<file path="src/rtl/sgcd_pkg.sv">
package sgcd_pkg;

   // Command codes; the numeric value is also the one-hot bit position.
   typedef enum logic [3:0] {
      CMD_DESEL  = 4'd0,
      CMD_NOP    = 4'd1,
      CMD_MLOAD  = 4'd2,
      CMD_SMLOAD = 4'd3,
      CMD_ACT    = 4'd4,
      CMD_ACTM   = 4'd5,
      CMD_RD     = 4'd6,
      CMD_WR     = 4'd7,
      CMD_BLKWR  = 4'd8,
      CMD_STOP   = 4'd9,
      CMD_PRE    = 4'd10,
      CMD_PREALL = 4'd11,
      CMD_REF    = 4'd12,
      CMD_SREF   = 4'd13
   } sgcd_cmd_e;

   localparam int unsigned SGCD_NCMD = 14;

   function automatic logic sgcd_is_access(sgcd_cmd_e c);
      return (c == CMD_RD) || (c == CMD_WR) || (c == CMD_BLKWR);
   endfunction

   function automatic logic sgcd_is_activate(sgcd_cmd_e c);
      return (c == CMD_ACT) || (c == CMD_ACTM);
   endfunction

   function automatic logic sgcd_needs_idle(sgcd_cmd_e c);
      return (c == CMD_MLOAD) || (c == CMD_SMLOAD) || (c == CMD_REF) || (c == CMD_SREF);
   endfunction

endpackage

</file>
<file path="src/rtl/sgcd_classify.sv">
module sgcd_classify
   import sgcd_pkg::*;
(
   input  logic      cke_now,
   input  logic      cke_last,
   input  logic      cs_n,
   input  logic      ras_n,
   input  logic      cas_n,
   input  logic      we_n,
   input  logic      dsf,
   input  logic      a8,
   output sgcd_cmd_e cmd
);

   logic [2:0] strobes;
   assign strobes = {ras_n, cas_n, we_n};

   always_comb begin
      cmd = CMD_DESEL;
      if (cke_last && !cs_n) begin
         unique case (strobes)
            3'b111: cmd = CMD_NOP;
            3'b000: cmd = dsf ? CMD_SMLOAD : CMD_MLOAD;
            3'b011: cmd = dsf ? CMD_ACTM : CMD_ACT;
            3'b101: cmd = CMD_RD;
            3'b100: cmd = dsf ? CMD_BLKWR : CMD_WR;
            3'b110: cmd = CMD_STOP;
            3'b010: cmd = a8 ? CMD_PREALL : CMD_PRE;
            3'b001: cmd = cke_now ? CMD_REF : CMD_SREF;
            default: cmd = CMD_NOP;
         endcase
      end
   end

endmodule

</file>
<file path="src/rtl/sgcd_bank_track.sv">
module sgcd_bank_track
   import sgcd_pkg::*;
#(
   parameter int unsigned BANK_W = 1,
   localparam int unsigned NBANK = 1 << BANK_W
) (
   input  logic              clk,
   input  logic              rst_n,
   input  sgcd_cmd_e         cmd,
   input  logic [BANK_W-1:0] ba,
   input  logic              a8,
   output logic              illegal,
   output logic [NBANK-1:0]  open_q
);

   logic target_open;
   logic any_open;

   assign target_open = open_q[ba];
   assign any_open    = |open_q;

   always_comb begin
      illegal = 1'b0;
      if (sgcd_is_access(cmd))   illegal = !target_open;
      if (sgcd_is_activate(cmd)) illegal = target_open;
      if (sgcd_needs_idle(cmd))  illegal = any_open;
   end

   for (genvar b = 0; b < NBANK; b++) begin : g_bank
      logic hit;
      assign hit = (ba == BANK_W'(b));

      always_ff @(posedge clk) begin
         if (!rst_n) begin
            open_q[b] <= 1'b0;
         end else if (!illegal) begin
            if (sgcd_is_activate(cmd) && hit)           open_q[b] <= 1'b1;
            else if (sgcd_is_access(cmd) && hit && a8)  open_q[b] <= 1'b0;
            else if (cmd == CMD_PRE && hit)             open_q[b] <= 1'b0;
            else if (cmd == CMD_PREALL)                 open_q[b] <= 1'b0;
         end
      end
   end

endmodule

</file>
<file path="src/rtl/sgram_cmd_decode.sv">
module sgram_cmd_decode
   import sgcd_pkg::*;
#(
   parameter int unsigned BANK_W = 1,
   localparam int unsigned NBANK = 1 << BANK_W
) (
   input  logic                 clk,
   input  logic                 rst_n,
   input  logic                 cke,
   input  logic                 cs_n,
   input  logic                 ras_n,
   input  logic                 cas_n,
   input  logic                 we_n,
   input  logic                 dsf,
   input  logic [BANK_W-1:0]    ba,
   input  logic                 a8,
   output logic [SGCD_NCMD-1:0] cmd_oh,
   output logic [BANK_W-1:0]    cmd_bank,
   output logic                 cmd_ap,
   output logic                 cmd_illegal,
   output logic [NBANK-1:0]     bank_open
);

   if (BANK_W < 1 || BANK_W > 4) begin : g_bad_param
      $error("sgram_cmd_decode: BANK_W must be 1..4");
   end

   logic                 cke_last_q;
   sgcd_cmd_e            cmd;
   logic                 illegal;
   logic [SGCD_NCMD-1:0] oh_d;
   logic                 bank_cmd;

   always_ff @(posedge clk) begin
      if (!rst_n) cke_last_q <= 1'b1;
      else        cke_last_q <= cke;
   end

   sgcd_classify u_classify (
      .cke_now  (cke),
      .cke_last (cke_last_q),
      .cs_n     (cs_n),
      .ras_n    (ras_n),
      .cas_n    (cas_n),
      .we_n     (we_n),
      .dsf      (dsf),
      .a8       (a8),
      .cmd      (cmd)
   );

   sgcd_bank_track #(.BANK_W(BANK_W)) u_track (
      .clk     (clk),
      .rst_n   (rst_n),
      .cmd     (cmd),
      .ba      (ba),
      .a8      (a8),
      .illegal (illegal),
      .open_q  (bank_open)
   );

   for (genvar i = 0; i < SGCD_NCMD; i++) begin : g_onehot
      assign oh_d[i] = (cmd == sgcd_cmd_e'(i));
   end

   assign bank_cmd = sgcd_is_access(cmd) || sgcd_is_activate(cmd) || (cmd == CMD_PRE);

   always_ff @(posedge clk) begin
      if (!rst_n) begin
         cmd_oh      <= SGCD_NCMD'(1) << CMD_NOP;
         cmd_bank    <= '0;
         cmd_ap      <= 1'b0;
         cmd_illegal <= 1'b0;
      end else begin
         cmd_oh      <= oh_d;
         cmd_bank    <= bank_cmd ? ba : '0;
         cmd_ap      <= sgcd_is_access(cmd) && a8;
         cmd_illegal <= illegal;
      end
   end

endmodule

</file>
<file path="config.mk">
export PLATFORM = sky130hd
export DESIGN_NAME = sgram_cmd_decode
export DESIGN_NICKNAME = d
export VERILOG_FILES = /design/src/rtl/sgcd_pkg.sv /design/src/rtl/sgcd_classify.sv /design/src/rtl/sgcd_bank_track.sv /design/src/rtl/sgram_cmd_decode.sv
export SDC_FILE = /design/constraint.sdc
export NUM_CORES = 1
export LEC_CHECK = 0
export ABC_AREA = 1
export BUFFER_PORTS_ARGS = -buffer_cell sky130_fd_sc_hd__buf_2
export CORE_UTILIZATION = 48
export DETAILED_ROUTE_END_ITERATION = 10
export GPL_TIMING_DRIVEN = 0
export PLACE_DENSITY = 0.73
export SLEW_MARGIN = 20
export SYNTH_ARGS = -nofsm -noshare
export SYNTH_HDL_FRONTEND = slang
export SYNTH_SLANG_ARGS = --single-unit
</file>
<file path="constraint.sdc">
create_clock -name clk -period 1.9 [get_ports clk]
set_input_delay 0.38 -clock clk [delete_from_list [all_inputs] [get_ports clk]]
set_output_delay 0.38 -clock clk [all_outputs]
set_load 0.01 [all_outputs]
</file>
==> impl_metrics.toml <==
[route]
drc = 0
via_per_inst = 4.718
drtIter0Drc = 6
wl_mm = 1.744
ant_nets = 0
firstDrtPassIters = 4
vias = 887
drt-wirelength-per-cell_um = 9.277

[sta]
slew_headroom = 0.7240
skew_ns = 0.007867
worstMarginPinSlew_ns = 0.4140
fin_crit_ns = 1.696
period_share = 0.8924
setup-violations-final = 0
finalHoldViolCount = 0
drv_slew = 0
fmax_ghz = 0.5898

[clock_network]
post_cts_resized = 0
cts.sinks = 20
htreeDepth = 1
root_buffer = "clkbuf_4"
clock_path_buffers = 2
clkTransAtPathRegs_ns = 0.11
cts_buffers = 3
cts_hold_buf = 0
cts_tree = "yes"
clock_latency_ns = 0.30

[setup_path]
startpoint = "cke_last_q"
path_cells = "inv_1 -> nor2_4 -> nand2_1 -> a21oi_4 -> nand2_2 -> inv_2 -> nand2_2 -> nand2_2 -> nand2_1 -> nand2_1 -> nand2_1 -> nand2_1 -> nand2_1 -> nand3_1 -> nand2_1"
cp.arrival_ns = 1.89
crit_type = "flip-flop to flip-flop"
critPathLaunchType = "flip-flop"
cpPeakStageDelay_ns = 0.33
crit_top_cell = "nand2_1"
rr_startpoint = "cke_last_q"
critical_path_peak_fanout = 6
r2r_cells = 15
crit_required_ns = 2.10
crit_path_end_kind = "flip-flop"
critPathSlowestCell = "dfxtp_1"

[synthesis]
netlist.area_leader.share = 0.4384
syn_area_um2 = 913.4
synth_cell_types = 20
ys_ff_latch = 20
synthCells = 128
synth.yosys.warnings = 0
yosysSeqAreaShare = 0.4384
synth_fp_nets = 138
synth_top_area_cell = "dfxtp_1"
synth.area.top_cells = "dfxtp_1 (44%), nand2_1 (12%), nor2_1 (9.9%), nand3_1 (6.6%), nand2_2 (4.8%)"
syn_avg_cell_area_um2 = 7.136

[global_routing]
grt_usage = 0.1916
grt_overflow = 0
grt_pass1_wl_mm = 2.829
grt_max_degree = 13
grt_pass1_vias = 730
antenna_found_initial = 0

[power_and_ir_drop]
p_leak_nw = 0.6030
power_w = 0.0009100
p_per_area_nw_per_um2 = 784.6
peakVddDrop_mv = 0.4521

[floorplanning]
io_pins = 29
die_y_um = 45.62
dieArea_um2 = 2081
initial_core_util = 0.5177
core_area_um2 = 1764
rows = 15
die_w_um = 45.62

[cells_and_area]
utilization = 0.6574
fillers = 189
num_antenna_cells = 0
fin_nets = 174
layout-area-overhead-vs-synth_pct = 26.99
layout-drive-gt1-share = 0.3436

[placed_design]
dp_hpwl_mm = 1.401
io_buffers = 28
place.gp.congestion = 0.7749

[hold_path]
hp-start = "cke"
hp-class = "input pin to flip-flop"
hold_depth = 3

[job]
drv_cap = 0

[status]
status = "completed"
placed cells by master, fill, tap and decap left out, drive strengths merged:
cell | netlist | routed
a21oi | 4 | 4
or2 | 1 | 1
nor2 | 28 | 28
dfxtp | 20 | 20
o21ai | 6 | 6
bufinv | 0 | 1
nand3 | 13 | 13
nor3 | 2 | 2
clkbuf | 1 | 4
nand2 | 37 | 37
buf | 0 | 31
o211ai | 1 | 1
inv | 15 | 15
cell usage after synthesis:
master / n
nand2_2: 7
or2_2: 1
a21oi_1: 1
clkbuf_1: 1
o21ai_1: 2
nand2_1: 30
inv_2: 4
inv_1: 11
o21ai_0: 3
nor2_2: 1
nor2_4: 3
nand3_2: 1
dfxtp_1: 20
nand3_1: 12
o211ai_1: 1
a21oi_4: 1
nor3_1: 2
nor2_1: 24
o21ai_2: 1
a21oi_2: 2
critical path: cells and delay by family, from the launching register on:
family,cells,cell delay [ns]
compound gates,1,0.23
buf+inv,2,0.14
simple gates,12,0.93
flops,1,0.33
power breakdown:
part           switching, W  total [W]  internal [W]
Combinational     0.0000887   0.000137     0.0000484
Clock              0.000126   0.000339      0.000213
Sequential       0.00000303   0.000434      0.000431
area by class of cell:
cell class	instances	area, µm²	area share
Sequential cell	20	400.4	0.3452
Timing Repair Buffer	31	162.7	0.1402
Clock inverter	1	30.03	0.02589
Clock buffer	3	22.52	0.01942
Inverter	15	56.30	0.04854
Buffer	1	3.754	0.003236
Multi-Input combinational cell	92	452.9	0.3905
Tap cell	25	31.28	0.02697
metal layers:
metal | vias up | routed length, µm | track usage
li1 | 467 | - | -
met1 | 391 | 800 | 0.2298
met2 | 25 | 861 | 0.3343
met3 | 4 | 70 | 0.03571
met4 | 0 | 10 | 0.07273
met5 | - | 0 | 0
path summary, 6_finish.rpt:
check,to,slack [ns]
worst max-delay path,u_track.open_q[1],0.20
worst min-delay path,cke_last_q,0.26
worst min register to register,u_track.open_q[1],0.50
worst max register to register,u_track.open_q[1],0.20
cells by family after synthesis:
group | Yosys count | share of synthesized area
flip-flops | 20 | 0.4384
AND/OR/NAND/NOR | 81 | 0.4082
buffers and inverters | 16 | 0.06575
AO/OA/AOI/OAI | 11 | 0.08767
flip-flops by register name, summed over array words and instances (netlist names):
name            flops
cmd_oh             14
cke_last_q          1
u_track.open_q      2
cmd_bank            1
cmd_illegal         1
cmd_ap              1
repair_timing:
action,in CTS,in global routing
hold endpoints to repair,0,0
endpoints found under the setup margin,0,2
buffers inserted,0,3
metrics by stage:
| stage | hold WS [ns] | area (µm²) | cells | setup TNS [ns] | worst slack (ns) |
|---|---|---|---|---|---|
| floorplan | 0.4766 | 913.4 | 128 | 0 | 0.3361 |
| global placement | 0.4777 | 1085 | 181 | 0 | 0.02928 |
| detailed placement | 0.4918 | 1085 | 181 | 0 | 0.004176 |
| CTS | 0.2534 | 1137 | 185 | 0 | 0.1493 |
| global route | 0.2623 | 1160 | 188 | -0.006920 | -0.006920 |
| finish | 0.2567 | 1160 | 188 | 0 | 0.2045 |
Power figures use the tool's default switching activity.
